### config.mk
export PLATFORM = sky130hd
export DESIGN_NAME = llsc_monitor
export DESIGN_NICKNAME = d
export VERILOG_FILES = /design/src/rtl/llsc_pkg.sv /design/src/rtl/llsc_line_match.sv /design/src/rtl/llsc_countdown.sv /design/src/rtl/llsc_reserve.sv /design/src/rtl/llsc_monitor.sv
export SDC_FILE = /design/constraint.sdc
export NUM_CORES = 1
export LEC_CHECK = 0
export BUFFER_PORTS_ARGS = -buffer_cell sky130_fd_sc_hd__buf_2
export CORE_AREA = 10 10 96 98
export DETAILED_ROUTE_END_ITERATION = 6
export DIE_AREA = 0 0 106 108
export GPL_ROUTABILITY_DRIVEN = 1
export PLACE_DENSITY = 0.82
export SETUP_SLACK_MARGIN = 0.5
export SYNTH_ARGS = -nofsm -noshare
export SYNTH_HDL_FRONTEND = slang
export SYNTH_SLANG_ARGS = --single-unit
export TNS_END_PERCENT = 1
### constraint.sdc
create_clock -name clk -period 2.1 [get_ports clk]
set_input_delay 0.105 -clock clk [delete_from_list [all_inputs] [get_ports clk]]
set_output_delay 0.105 -clock clk [all_outputs]
set_load 0.02 [all_outputs]
### src/rtl/llsc_pkg.sv
package llsc_pkg;
  typedef enum logic [1:0] {
    SC_OK       = 2'd0,
    SC_NOLINK   = 2'd1,
    SC_MISMATCH = 2'd2,
    SC_EXPIRED  = 2'd3
  } sc_code_e;

  localparam int unsigned N_WATCH = 2;
endpackage

### src/rtl/llsc_line_match.sv
module llsc_line_match #(
  parameter int unsigned ADDR_W = 32,
  parameter int unsigned OFS_W  = 4
) (
  input  logic [ADDR_W-1:0]       addr,
  input  logic [ADDR_W-OFS_W-1:0] tag,
  output logic                    hit
);
  assign hit = (addr[ADDR_W-1:OFS_W] == tag);
endmodule

### src/rtl/llsc_countdown.sv
module llsc_countdown #(
  parameter int unsigned PRESET = 16
) (
  input  logic clk,
  input  logic rst_n,
  input  logic load,
  output logic alive
);
  localparam int unsigned CW = $clog2(PRESET + 1);
  localparam logic [CW-1:0] START = CW'(PRESET);

  logic [CW-1:0] cnt_q;

  always_ff @(posedge clk) begin
    if (!rst_n)               cnt_q <= '0;
    else if (load)            cnt_q <= START;
    else if (cnt_q != '0)     cnt_q <= cnt_q - 1'b1;
  end

  assign alive = (cnt_q != '0);
endmodule

### src/rtl/llsc_reserve.sv
module llsc_reserve #(
  parameter int unsigned TAG_W = 28
) (
  input  logic             clk,
  input  logic             rst_n,
  input  logic             set,
  input  logic [TAG_W-1:0] set_tag,
  input  logic             kill,
  output logic             link,
  output logic [TAG_W-1:0] tag
);
  // set wins over kill in the same cycle
  always_ff @(posedge clk) begin
    if (!rst_n) begin
      link <= 1'b0;
      tag  <= '0;
    end else if (set) begin
      link <= 1'b1;
      tag  <= set_tag;
    end else if (kill) begin
      link <= 1'b0;
    end
  end
endmodule

### src/rtl/llsc_monitor.sv
module llsc_monitor
  import llsc_pkg::*;
#(
  parameter int unsigned ADDR_W = 32,
  parameter int unsigned DATA_W = 32,
  parameter int unsigned OFS_W  = 4,
  parameter int unsigned PRESET = 16
) (
  input  logic              clk,
  input  logic              rst_n,
  input  logic              ll_valid,
  input  logic [ADDR_W-1:0] ll_addr,
  input  logic              sc_valid,
  output logic              sc_ready,
  input  logic [ADDR_W-1:0] sc_addr,
  input  logic [DATA_W-1:0] sc_data,
  output logic              resp_valid,
  output logic [1:0]        resp_code,
  output logic              mem_wr_valid,
  input  logic              mem_wr_ready,
  output logic [ADDR_W-1:0] mem_wr_addr,
  output logic [DATA_W-1:0] mem_wr_data,
  input  logic              snoop_valid,
  input  logic [ADDR_W-1:0] snoop_addr,
  input  logic              dma_valid,
  input  logic [ADDR_W-1:0] dma_addr,
  input  logic              irq_taken
);
  localparam int unsigned TAG_W = ADDR_W - OFS_W;

  logic             link;
  logic [TAG_W-1:0] tag;
  logic             alive;
  logic             sc_hit;
  logic             pass;
  logic             hold_q;
  logic             accept;
  logic             kill;
  sc_code_e         code;

  logic [N_WATCH-1:0]             ev_valid;
  logic [N_WATCH-1:0][ADDR_W-1:0] ev_addr;
  logic [N_WATCH-1:0]             ev_hit;

  assign ev_valid = {dma_valid, snoop_valid};
  assign ev_addr  = {dma_addr, snoop_addr};

  for (genvar i = 0; i < N_WATCH; i++) begin : g_watch
    llsc_line_match #(.ADDR_W(ADDR_W), .OFS_W(OFS_W)) u_match (
      .addr (ev_addr[i]),
      .tag  (tag),
      .hit  (ev_hit[i])
    );
  end

  llsc_line_match #(.ADDR_W(ADDR_W), .OFS_W(OFS_W)) u_sc_match (
    .addr (sc_addr),
    .tag  (tag),
    .hit  (sc_hit)
  );

  llsc_countdown #(.PRESET(PRESET)) u_timer (
    .clk   (clk),
    .rst_n (rst_n),
    .load  (ll_valid),
    .alive (alive)
  );

  llsc_reserve #(.TAG_W(TAG_W)) u_resv (
    .clk     (clk),
    .rst_n   (rst_n),
    .set     (ll_valid),
    .set_tag (ll_addr[ADDR_W-1:OFS_W]),
    .kill    (kill),
    .link    (link),
    .tag     (tag)
  );

  // verdict on the state held at the start of the cycle
  always_comb begin
    if (hold_q)       code = SC_OK;
    else if (!link)   code = SC_NOLINK;
    else if (!sc_hit) code = SC_MISMATCH;
    else if (!alive)  code = SC_EXPIRED;
    else              code = SC_OK;
  end

  assign pass         = (code == SC_OK);
  assign mem_wr_valid = sc_valid && pass;
  assign mem_wr_addr  = sc_addr;
  assign mem_wr_data  = sc_data;
  assign sc_ready     = !mem_wr_valid || mem_wr_ready;
  assign accept       = sc_valid && sc_ready;
  assign kill         = irq_taken || accept || |(ev_valid & ev_hit);

  always_ff @(posedge clk) begin
    if (!rst_n) begin
      hold_q     <= 1'b0;
      resp_valid <= 1'b0;
      resp_code  <= 2'd0;
    end else begin
      hold_q     <= mem_wr_valid && !mem_wr_ready;
      resp_valid <= accept;
      if (accept) resp_code <= code;
    end
  end
endmodule

Word-level counts from Yosys, hierarchy flattened
Index checks and enable logic that the tools add are counted.
- logic and storage cells: 35
- output and inout port bits: 69
- input port bits: 168
- register bits: 38
- reduce and logical (&&, ||, !) cells: 14
- bitwise gates (word level): 2
- multiplexer cells: 8
- add/subtract/negate cells: 1
- eq/ne operators: 3
- operator list (kind ; count):
    28-bit equality test ; 3
    5-bit two-way mux ; 2
    2-bit two-way mux ; 4
    5-bit nonzero test ; 1
    5-bit by 1-bit subtractor with 5-bit output (second input constant) ; 1
    2-bit nonzero test ; 2
    2-bit OR reduction ; 2
    1-bit logical AND ; 3
    1-bit logical OR ; 3
    2-bit AND ; 1
    1-bit zero test ; 2
    2-bit zero test ; 1
    1-bit two-way mux ; 2
    1-bit inverter ; 1

Logic depth before layout (Yosys ltp)
Gate-level depths: netlist of the first run.
- word-level depth: 14
- mapped depth: 8
- mapped depth without buffers: 7

Modules after synthesis
Synthesis of the first run repeated with hierarchy kept, for this count alone.
- cell total of the unflattened synthesis: 315
- area, all modules: 2946.6 sq um
- by module, submodules not included (module ; area an instance (sq um) ; times used ; cells each):
    llsc_reserve ; 1101.1 ; 1 ; 93
    llsc_line_match ; 307.8 ; 3 ; 37
    llsc_monitor ; 686.9 ; 1 ; 87
    llsc_countdown ; 235.2 ; 1 ; 24

Least setup slack after synthesis of the first run
No wires, ideal clock.
- path kind: register to register
- start: register u_timer.cnt_q[0]
- end: register u_resv.link
- period minus slack after synthesis: 1.756 ns
- slack: 0.344 ns
- setup time: 0.117 ns
- data arrival time: 1.638 ns
- stages on the path, launching flop included: 9
- data required time: 1.983 ns
- cell sequence: dfxtp_1 inv_1 ha_1 or4b_1 buf_2 nand2_1 nor2_1 a31o_1 a32o_1
- cells in the longest elaborated chain, start to end: 13
- ends and longest elaborated chain (element ; line ; text):
    start: declaration ; llsc_countdown.sv:12 ; logic [CW-1:0] cnt_q;
    start signal: assignment ; llsc_countdown.sv:17 ; else if (cnt_q != '0) cnt_q <= cnt_q - 1'b1;
    5-bit nonzero test ; llsc_countdown.sv:20 ; assign alive = (cnt_q != '0);
    2-bit two-way mux ; llsc_monitor.sv:84 ; else if (!alive) code = SC_EXPIRED;
    2-bit two-way mux ; llsc_monitor.sv:83 ; else if (!sc_hit) code = SC_MISMATCH;
    2-bit two-way mux ; llsc_monitor.sv:82 ; else if (!link) code = SC_NOLINK;
    2-bit two-way mux ; llsc_monitor.sv:81 ; if (hold_q) code = SC_OK;
    2-bit zero test ; llsc_monitor.sv:88 ; assign pass = (code == SC_OK);
    1-bit logical AND ; llsc_monitor.sv:89 ; assign mem_wr_valid = sc_valid && pass;
    1-bit zero test ; llsc_monitor.sv:92 ; assign sc_ready = !mem_wr_valid || mem_wr_ready;
    1-bit logical OR ; llsc_monitor.sv:92 ;
    1-bit logical AND ; llsc_monitor.sv:93 ; assign accept = sc_valid && sc_ready;
    1-bit logical OR (2 in series) ; llsc_monitor.sv:94 ; assign kill = irq_taken || accept || |(ev_valid & ev_hit);
    2-bit nonzero test (no source line) ; n/a ;
    end signal: assignment ; llsc_reserve.sv:15 ; link <= 1'b0;
    end signal: assignment ; llsc_reserve.sv:18 ; link <= 1'b1;
    end signal: assignment ; llsc_reserve.sv:21 ; link <= 1'b0;
    end: declaration ; llsc_reserve.sv:9 ; output logic link,
Every way passes these cells.
A chain may end at the register's enable or synchronous reset.

Worst setup path in the final report of the first run
- start: register u_resv.tag[22]
- end: output sc_ready
- cells in the longest elaborated chain, start to end: 8
- ends and longest elaborated chain (element ; line ; text):
    start: declaration ; llsc_reserve.sv:10 ; output logic [TAG_W-1:0] tag
    start signal: assignment ; llsc_reserve.sv:19 ; tag <= set_tag;
    28-bit equality test ; llsc_line_match.sv:9 ; assign hit = (addr[ADDR_W-1:OFS_W] == tag);
    2-bit two-way mux ; llsc_monitor.sv:83 ;
    2-bit two-way mux ; llsc_monitor.sv:82 ;
    2-bit two-way mux ; llsc_monitor.sv:81 ;
    2-bit zero test ; llsc_monitor.sv:88 ;
    1-bit logical AND ; llsc_monitor.sv:89 ;
    1-bit zero test ; llsc_monitor.sv:92 ;
    1-bit logical OR ; llsc_monitor.sv:92 ;
    end: declaration ; llsc_monitor.sv:14 ; output logic sc_ready,
Every way passes these cells.

==> impl_metrics.env, run 1 <==
export IMPL_avgSynthCellArea_sq_um=8.78
export IMPL_tightestPinTransition_ps=461
export IMPL_synth_seq_cells=38
export IMPL_rrSetupSlack_ps=200
export IMPL_critPathLaunch="u_resv.tag[22]$_SDFFE_PN0P_"
export IMPL_cellPowerDensity_nw_per_um2=575
export IMPL_seq_area_frac_synth=0.263
export IMPL_cp_start_kind="flop"
export IMPL_timing_fmax_ghz=0.452
export IMPL_period_minus_slack_ps=2210
export IMPL_synthArstFlopShare=0
export IMPL_area_delta_synth_final_pct=31.5
export IMPL_critical_path_buf_inv_count=1
export IMPL_grt_pass1_wl_mm=15.1
export IMPL_yosysTopAreaCell="dfxtp_1"
export IMPL_layout_drive_gt1_share=0.526
export IMPL_crit_type="flop to primary output"
export IMPL_setup_ws_ps=-113
export IMPL_fp_dieH_um=108
export IMPL_min_path_type="input pin to flop"
export IMPL_grt_max_degree=19
export IMPL_first_pass_iters=4
export IMPL_holdBufCountCts=0
export IMPL_r2r_start="u_timer.cnt_q[0]$_SDFFE_PP0P_"
export IMPL_grt_pass1_vias=3001
export IMPL_slew_viol_final=0
export IMPL_cp_end_kind="primary output"
export IMPL_clkLatencyLatePin_ps=290
export IMPL_die_x_um=106
export IMPL_drt_initial_drc_count=75
export IMPL_critPathSlowestCell="nor4_4"
export IMPL_nNetsFinal=610
export IMPL_htree_num_levels=2
export IMPL_endpoint="sc_ready"
export IMPL_synth_edff_count=0
export IMPL_rows=32
export IMPL_synth_cell_types=34
export IMPL_crit_chain="xnor2_2, nand4_1, nor4_4, a41oi_2, or3b_4, buf_6"
export IMPL_clk_pin_slew_ps=90
export IMPL_whs_ps=45.9
export IMPL_worst_ep_required_time_ps=2000
export IMPL_wl_mm=10.0
export IMPL_maxSlewHeadroom=0.693
export IMPL_drc=0
export IMPL_fin_crit_sh=1.05
export IMPL_skew_ps=8.01
export IMPL_synth_area_top_cells="dfxtp_1 (26%), xnor2_1 (24%), buf_4 (17%)"
export IMPL_hold_viol_final=0
export IMPL_cp_max_fo=3
export IMPL_post_drt_wl_per_cell_um=18.4
export IMPL_ant_nets=0
export IMPL_synth_area_sq_um=2890
export IMPL_dp_hpwl_mm=8.36
export IMPL_track_usage=0.166
export IMPL_violations="setup timing"
export IMPL_cp_data_arrival_time_ps=2110
export IMPL_vdd_drop_max_v=0.000324
export IMPL_synthCells=329
export IMPL_clock_sinks=38
export IMPL_synth_ff_type="dfxtp_1"
export IMPL_synth_top_area_share=0.263
export IMPL_die_area_sq_um=11400
export IMPL_finish_utilization=0.510
export IMPL_cts_root_buf="clkbuf_8"
export IMPL_rr_worst_depth=8
export IMPL_initial_utilization=0.388
export IMPL_rsz0062_at_grt="true"
export IMPL_cap_violations=0
export IMPL_grt_antenna_before_repair=0
export IMPL_clockBufferDepth=2
export IMPL_cpLargestDelayFamily="simple AND/OR/NAND/NOR gates"
export IMPL_cts_tree="done"
export IMPL_cts_made_buffers=5
export IMPL_outcome="finished with violations"
export IMPL_worst_r2r_endpoint="u_resv.link$_SDFFE_PN0P_"
export IMPL_diodes=0
export IMPL_pin_count=237
export IMPL_vias_per_cell=4.82
export IMPL_coreArea_sq_um=7450
export IMPL_setup_violations=2
export IMPL_syn_nets=499
export IMPL_yosys_warnings=0
export IMPL_dp_slack_ps=126
export IMPL_p_leak_nw=1.72
export IMPL_worst_path_largest_cell_delay_ps=400
export IMPL_crit_cells=6
export IMPL_overflow=0
export IMPL_gp_congestion=0.802
export IMPL_port_buffers=152
export IMPL_vias=2619
-- registers in the layout, indices dropped and copies added (netlist names) --
name / cells
resp_code: 2
resp_valid: 1
u_timer.cnt_q: 5
u_resv.tag: 28
u_resv.link: 1
hold_q: 1
-- cell usage in the layout, fill, tap and decap left out, types with 2 or more instances in the layout --
cell type | synthesis | final
clkinvlp_4 | 0 | 2
dfxtp_2 | 0 | 9
buf_2 | 1 | 150
dfxtp_4 | 0 | 13
buf_6 | 0 | 4
inv_1 | 9 | 7
nand3_1 | 3 | 2
xnor2_2 | 0 | 11
clkbuf_8 | 0 | 5
o21ai_0 | 3 | 3
nand4_1 | 19 | 19
dfxtp_1 | 38 | 16
a21oi_1 | 5 | 5
xnor2_1 | 79 | 68
buf_4 | 64 | 21
nor3_1 | 2 | 2
nor2_1 | 37 | 36
nor4_1 | 5 | 4
mux2i_1 | 28 | 28
nand2_1 | 6 | 5
xor2_1 | 5 | 5
-- layer usage --
metal  part of all wire  vias to the layer above  GRT usage
li1                   -                     1256          -
met1               0.37                     1195      0.167
met2               0.51                      136      0.300
met3              0.086                       32     0.0666
met4              0.037                        0     0.0725
met5                  0                        -          0
-- synth_stat cells (2+ instances only) --
cell type / instances
nand3_1: 3
o21ai_0: 3
xnor2_1: 79
inv_1: 9
nand2_1: 6
dfxtp_1: 38
clkbuf_1: 5
ha_1: 2
a21oi_1: 5
nor2_1: 37
nand4_1: 19
mux2i_1: 28
nor4_1: 5
xor2_1: 5
nor3_1: 2
buf_1: 2
buf_4: 64
-- area by class of cell --
type | instances | area [sq um]
Multi-Input combinational cell | 209 | 1720
Clock buffer | 5 | 68.8
Timing Repair Buffer | 176 | 973
Sequential cell | 38 | 821
Clock inverter | 3 | 45.0
Inverter | 10 | 40.0
Tap cell | 102 | 128
Fill cell | 727 | 3650
-- worst min-delay path, cell delays in order --
cell and delay, ps:
buf_2 80, mux2i_1 50, nor2_1 70
-- kinds of logic (layout without fill, tap and decap cells) --
kind of cell    Yosys count  after routing  synth area share
buf+inv                  82            194             0.190
mux                      28             28            0.0971
fa+ha+maj                 2              2           0.00866
simple gates             78             78             0.142
compound gates           17             17            0.0438
xor+xnor                 84             84             0.255
flops                    38             38             0.263
-- timing repair --
| item | CTS | global route |
|---|---|---|
| endpoints found under the setup margin | 6 | 8 |
| resized for setup | 32 | 18 |
| pin swaps | 14 | 18 |
| buffers inserted | 11 | 3 |
-- worst min-delay path by stage --
stage	startpoint	endpoint	slack [ps]	depth (start not counted)
final	ll_addr[22]	u_resv.tag[18]$_SDFFE_PN0P_	50	3
after global routing	ll_addr[24]	u_resv.tag[20]$_SDFFE_PN0P_	50	3
after CTS	mem_wr_ready	hold_q$_SDFF_PN0_	40	2
after detailed placement	sc_addr[1]	mem_wr_addr[1]	210	0
after global placement	sc_addr[1]	mem_wr_addr[1]	210	0
after floorplan	mem_wr_ready	hold_q$_SDFF_PN0_	180	1
-- report_power, final --
group	internal, mW	switching (mW)	total [mW]
Combinational	0.365	0.342	0.706
Clock	0.354	0.289	0.643
Sequential	0.771	0.0627	0.833
-- stage by stage --
stage,area [sq um],setup TNS [ps],instances,power [mW]
5_1_grt,3800,-385,543,2.31
2_1_floorplan,2930,0,329,1.38
6_report,3800,-169,543,2.18
3_3_place_gp,3390,0,521,1.46
3_5_place_dp,3390,0,521,1.49
4_1_cts,3690,-169,540,2.18
Note: power is estimated with default switching activity, not from simulation.
==> run 2: changes to the inputs <==
--- a/config.mk
+++ b/config.mk
@@ -12,6 +12,7 @@
 export GPL_ROUTABILITY_DRIVEN = 1
 export PLACE_DENSITY = 0.82
 export SETUP_SLACK_MARGIN = 0.5
+export SLEW_MARGIN = 5
 export SYNTH_ARGS = -nofsm -noshare
 export SYNTH_HDL_FRONTEND = slang
 export SYNTH_SLANG_ARGS = --single-unit
==> constraint.sdc (replaced) <==
create_clock -name clk -period 2.43 [get_ports clk]
set_input_delay 0.1215 -clock clk [delete_from_list [all_inputs] [get_ports clk]]
set_output_delay 0.1215 -clock clk [all_outputs]
set_load 0.02 [all_outputs]
==> run 2 against run 1 <==
  * The flow now finishes without violations
  * Die area stayed put
  * Via count decreased by 3.4%
  * Worst setup slack gained 290 ps
  * Combinational power down 24%
  * Critical path depth did not move
  * Largest power group unchanged
  * Register-to-register slack improved by 370 ps
  * Sequential power is 12% lower
  * Global-route usage down 0.66 points
  * Clock skew down 3.1 ps
  * Sequential share of layout area is 1.1 points higher
==> impl_metrics.env, run 2 (synthesized netlist as in run 1, its figures left out) <==
export IMPL_diodes=0
export IMPL_port_buffers=152
export IMPL_fp_dieH_um=108
export IMPL_final_cells=528
export IMPL_ant_nets=0
export IMPL_clkLatencyLatePin_ps=280
export IMPL_finish_utilization=0.471
export IMPL_layout_common_cells="buf_2 (151), xnor2_1 (74), nor2_1 (37)"
export IMPL_top_register="u_resv.tag"
export IMPL_htree_num_levels=2
export IMPL_rrSetupSlack_ps=570
export IMPL_largest_reg_flops=28
export IMPL_nNetsFinal=595
export IMPL_grt_pass1_wl_mm=14.6
export IMPL_tightestPinTransition_ps=932
export IMPL_track_usage=0.160
export IMPL_vdd_drop_max_v=0.000288
export IMPL_endpoint="sc_ready"
export IMPL_p_int_mw=1.17
export IMPL_finalSetupTns_ps=0
export IMPL_swShare=0.320
export IMPL_grt_antenna_before_repair=1
export IMPL_pin_count=237
export IMPL_gp_congestion=0.832
export IMPL_seqPwrFrac=0.423
export IMPL_fin_crit_sh=0.928
export IMPL_dp_hpwl_mm=8.09
export IMPL_setup_violations=0
export IMPL_pwr_share_comb=0.311
export IMPL_post_drt_wl_per_cell_um=18.4
export IMPL_timing_fmax_ghz=0.444
export IMPL_r2r_start="u_timer.cnt_q[0]$_SDFFE_PP0P_"
export IMPL_skew_ps=4.89
export IMPL_cts_root_buf="clkbuf_8"
export IMPL_coreArea_sq_um=7450
export IMPL_worst_ep_required_time_ps=2310
export IMPL_die_x_um=106
export IMPL_critPathLaunch="u_resv.tag[17]$_SDFFE_PN0P_"
export IMPL_cts_made_buffers=5
export IMPL_final_common_cell="buf_2"
export IMPL_drc=0
export IMPL_hold_path_depth=2
export IMPL_first_pass_iters=5
export IMPL_critPathSlowestCell="nor4_4"
export IMPL_cp_data_arrival_time_ps=2130
export IMPL_worst_path_largest_cell_delay_ps=430
export IMPL_fin_area_sq_um=3510
export IMPL_grt_max_degree=31
export IMPL_cellPowerDensity_nw_per_um2=492
export IMPL_dp_cells=513
export IMPL_cts_tree="done"
export IMPL_cp_max_fo=3
export IMPL_crit_type="flop to primary output"
export IMPL_wl_mm=9.69
export IMPL_vias_per_cell=4.79
export IMPL_layout_drive_gt1_share=0.469
export IMPL_power_switching_mw=0.551
export IMPL_cp_end_kind="primary output"
export IMPL_crit_chain="xnor2_2, nand4_1, nor4_4, a41oi_2, or3b_1, buf_6"
export IMPL_die_area_sq_um=11400
export IMPL_rsz0062_at_grt="true"
export IMPL_drt_initial_drc_count=79
export IMPL_holdBufCountCts=0
export IMPL_maxSlewHeadroom=0.379
export IMPL_p_leak_nw=1.58
export IMPL_period_minus_slack_ps=2250
export IMPL_clk_pin_slew_ps=80
export IMPL_worst_r2r_endpoint="u_resv.link$_SDFFE_PN0P_"
export IMPL_clock_sinks=38
export IMPL_cap_violations=0
export IMPL_hold_viol_final=0
export IMPL_dpl_instance_area_sq_um=3280
export IMPL_p_clk_frac=0.267
export IMPL_cp_start_kind="flop"
export IMPL_area_delta_synth_final_pct=21.5
export IMPL_overflow=0
export IMPL_vias=2531
export IMPL_reg_top3="u_resv.tag x28, u_timer.cnt_q x5, resp_code x2"
export IMPL_outcome="complete, no violations"
export IMPL_rows=32
export IMPL_initial_utilization=0.388
export IMPL_slew_viol_final=0
export IMPL_rr_worst_depth=7
export IMPL_clockBufferDepth=2
export IMPL_min_path_type="input pin to flop"
export IMPL_grt_pass1_vias=2789
run 2: changes by cell type in the layout (fill, tap and decap cells not counted), moves of 2 or more:
| cell | before | now |
|---|---|---|
| buf_4 | 21 | 9 |
| dfxtp_2 | 9 | 18 |
| dfxtp_4 | 13 | 4 |
| xnor2_1 | 68 | 74 |
| xnor2_2 | 11 | 5 |
| buf_6 | 4 | 1 |
| clkinvlp_4 | 2 | 0 |
| inv_1 | 7 | 9 |
run 2: metrics by stage:
step                      hold slack (ps)  power [mW]  setup WS [ps]
after floorplan                       198        1.17            664
after global placement                243        1.24            369
after detailed placement              243        1.26            363
after CTS                            57.1        1.75            166
after global routing                 68.2        1.82           69.6
final                                66.1        1.73            176
run 2: worst min-delay path by stage:
stage	slack (ps)	endpoint	startpoint
6_report	70	hold_q$_SDFF_PN0_	mem_wr_ready
3_3_place_gp	240	mem_wr_addr[1]	sc_addr[1]
5_1_grt	70	u_resv.tag[11]$_SDFFE_PN0P_	ll_addr[15]
3_5_place_dp	240	mem_wr_addr[1]	sc_addr[1]
4_1_cts	60	u_resv.tag[3]$_SDFFE_PN0P_	ll_addr[7]
2_1_floorplan	200	hold_q$_SDFF_PN0_	mem_wr_ready
run 2: area by class of cell:
type	instances	area, sq um
fillers	744	3940
multi-input cells	209	1620
repair buffers	161	835
flip-flops and latches	38	798
well taps	102	128
clock buffers	7	86.3
inverters	10	37.5
clock inverters	1	5.00
run 2: timing repair:
action / in CTS / in global routing
hold endpoints to repair: 0 / 0
buffers inserted: 5 / 2
setup endpoints to repair: 3 / 3
pin swaps: 10 / 5
gates resized for setup: 30 / 4
run 2: metal layers:
metal | GRT usage | share of wire | vias to the layer above
met5 | 0 | 0.0013 | -
met4 | 0.0464 | 0.017 | 2
met3 | 0.0660 | 0.093 | 22
met2 | 0.285 | 0.51 | 131
met1 | 0.170 | 0.38 | 1149
li1 | - | - | 1227
run 2: power groups by stage:
stage,Clock (mW),Combinational [mW],Sequential [mW]
2_1_floorplan,0,0.437,0.730
3_3_place_gp,0,0.497,0.740
3_5_place_dp,0,0.513,0.743
4_1_cts,0.478,0.539,0.729
5_1_grt,0.494,0.587,0.737
6_report,0.460,0.536,0.729
run 2: critical path: cells and delay by family, from the launching register on:
family,cells,cell delay (ps)
buf+inv,1,140
xor+xnor,1,140
compound gates,1,190
simple gates,3,1030
flops,1,360
==> run 3: changes to the inputs <==
--- a/config.mk
+++ b/config.mk
@@ -6,11 +6,13 @@
 export NUM_CORES = 1
 export LEC_CHECK = 0
 export BUFFER_PORTS_ARGS = -buffer_cell sky130_fd_sc_hd__buf_2
-export CORE_AREA = 10 10 96 98
+export CELL_PAD_IN_SITES_DETAIL_PLACEMENT = 1
+export CELL_PAD_IN_SITES_GLOBAL_PLACEMENT = 1
+export CORE_AREA = 10 10 117 119
 export DETAILED_ROUTE_END_ITERATION = 6
-export DIE_AREA = 0 0 106 108
+export DIE_AREA = 0 0 127 129
 export GPL_ROUTABILITY_DRIVEN = 1
-export PLACE_DENSITY = 0.82
+export PLACE_DENSITY_LB_ADDON = 0.1
 export SETUP_SLACK_MARGIN = 0.5
 export SLEW_MARGIN = 5
 export SYNTH_ARGS = -nofsm -noshare
==> run 3 against run 2 <==
  * Fmax increased by 2.1%
  * Worst setup slack improved by 46 ps
  * Wire length increased by 12%
  * Sequential share of layout area decreased by 1.6 points
  * Hold slack improved by 3.9 ps
  * Sequential cell count unchanged
  * Clock power increased by 94%
  * Total power increased by 27%
  * Utilization decreased by 13 points
  * Critical endpoint unchanged
  * Largest power group is now clock
==> impl_metrics.env, run 3 (synthesized netlist as in run 1, its figures left out) <==
export IMPL_outcome="complete, no violations"
export IMPL_rrSetupSlack_ps=610
export IMPL_regArea_sq_um=820
export IMPL_htree_num_levels=2
export IMPL_cts_tree="done"
export IMPL_cts_root_buf="clkbuf_16"
export IMPL_grt_antenna_before_repair=1
export IMPL_grt_pass1_vias=2975
export IMPL_first_pass_iters=4
export IMPL_drt_met1_wl_mm=4.34
export IMPL_die_x_um=127
export IMPL_cellPowerDensity_nw_per_um2=565
export IMPL_slew_viol_final=0
export IMPL_cap_violations=0
export IMPL_worst_ep_required_time_ps=2310
export IMPL_rsz0062_at_grt="true"
export IMPL_multi_input_area_sq_um=1690
export IMPL_post_drt_wl_per_cell_um=18.6
export IMPL_largest_reg_flops=28
export IMPL_min_to="u_resv.tag[20]$_SDFFE_PN0P_"
export IMPL_layout_common_cells="buf_2 (151), xnor2_1 (64), nor2_1 (37)"
export IMPL_grt_pass1_wl_mm=16.5
export IMPL_maxSlewHeadroom=0.582
export IMPL_gp_congestion=0.767
export IMPL_clock_sinks=38
export IMPL_fin_crit_sh=0.909
export IMPL_highest_layer="met4"
export IMPL_cp_data_arrival_time_ps=2090
export IMPL_wl_met3_um=917
export IMPL_vias=2565
export IMPL_wl_mm=10.9
export IMPL_clockBufferDepth=2
export IMPL_cp_max_fo=4
export IMPL_drt_initial_drc_count=53
export IMPL_n_fill_cell=1391
export IMPL_top_register="u_resv.tag"
export IMPL_rows=39
export IMPL_final_common_cell="buf_2"
export IMPL_worstHoldStart="ll_addr[24]"
export IMPL_p_leak_nw=1.75
export IMPL_min_path_type="input pin to flop"
export IMPL_skew_ps=6.25
export IMPL_vias_per_cell=4.39
export IMPL_finalSetupTns_ps=0
export IMPL_crit_type="flop to primary output"
export IMPL_coreArea_sq_um=11300
export IMPL_whs_ps=70.1
export IMPL_reg_top3="u_resv.tag x28, u_timer.cnt_q x5, resp_code x2"
export IMPL_vdd_drop_max_v=0.000256
export IMPL_clk_pin_slew_ps=60
export IMPL_setup_violations=0
export IMPL_tightestPinTransition_ps=628
export IMPL_cp_start_kind="flop"
export IMPL_track_usage=0.129
export IMPL_area_delta_synth_final_pct=34.1
export IMPL_rr_worst_depth=7
export IMPL_nNetsFinal=609
export IMPL_ant_nets=0
export IMPL_timing_fmax_ghz=0.453
export IMPL_pin_count=237
export IMPL_layout_drive_gt1_share=0.500
export IMPL_cts_made_buffers=5
export IMPL_period_minus_slack_ps=2210
export IMPL_grt_max_degree=24
export IMPL_initial_utilization=0.255
export IMPL_dr_wl_met2_mm=5.51
export IMPL_fp_dieH_um=129
export IMPL_cp_end_kind="primary output"
export IMPL_clkLatencyLatePin_ps=280
export IMPL_dp_hpwl_mm=9.16
export IMPL_worst_r2r_endpoint="u_resv.link$_SDFFE_PN0P_"
export IMPL_r2r_start="u_timer.cnt_q[0]$_SDFFE_PP0P_"
export IMPL_drc=0
export IMPL_hold_path_depth=3
export IMPL_port_buffers=152
export IMPL_hold_viol_final=0
export IMPL_overflow=0
export IMPL_die_area_sq_um=16400
-- run 3: routing by layer --
layer / track usage / vias up
met2: 0.230 / 98
met4: 0.0275 / 0
li1: - / 1258
met3: 0.0559 / 18
met5: 0 / -
met1: 0.138 / 1191
-- run 3: power by group --
| part | internal (mW) | switching, mW |
|---|---|---|
| registers | 0.663 | 0.0507 |
| clock network | 0.617 | 0.275 |
| logic | 0.301 | 0.279 |
| total | 1.58 | 0.605 |
-- run 3: what timing repair did --
action,CTS,global route
pin swaps,17,7
resized for setup,39,11
buffers inserted,10,5
endpoints found under the hold margin,0,0
setup endpoints to repair,3,3
hold buffers,0,0
-- run 3: worst max-delay path by stage --
stage	start	to	slack, ps	cells after the start
after floorplan	u_resv.tag[8]$_SDFFE_PN0P_	sc_ready	660	5
after global placement	u_resv.tag[4]$_SDFFE_PN0P_	sc_ready	370	6
after detailed placement	u_resv.tag[13]$_SDFFE_PN0P_	sc_ready	360	6
after CTS	u_resv.tag[12]$_SDFFE_PN0P_	sc_ready	200	6
after global routing	u_resv.tag[4]$_SDFFE_PN0P_	sc_ready	50	6
final	u_resv.tag[4]$_SDFFE_PN0P_	sc_ready	220	6
-- run 3: final cells by class --
class                           instances  share of cell area
Multi-Input combinational cell        209               0.438
Antenna cell                            1            0.000646
Tap cell                              143              0.0462
Timing Repair Buffer                  175               0.243
Clock buffer                            6              0.0359
Sequential cell                        38               0.212
Clock inverter                          2              0.0155
Inverter                               10             0.00970
-- run 3: per-stage QoR --
step / util / setup slack, ps / instance area (sq um) / power (mW) / std cells
6_report: 0.342 / 222 / 3870 / 2.19 / 584
2_1_floorplan: - / 664 / 2890 / 1.17 / 329
3_5_place_dp: 0.298 / 359 / 3380 / 1.27 / 560
3_3_place_gp: 0.298 / 373 / 3380 / 1.27 / 560
4_1_cts: 0.335 / 197 / 3790 / 2.22 / 578
5_1_grt: 0.342 / 46.1 / 3870 / 2.32 / 583
-- run 3: critical path, cell delays in order, from the launching register on --
cell and delay (ps):
dfxtp_4 360, xnor2_2 120, nand4_1 170, nor4_4 430
a41oi_2 190, or3b_1 390, buf_6 140
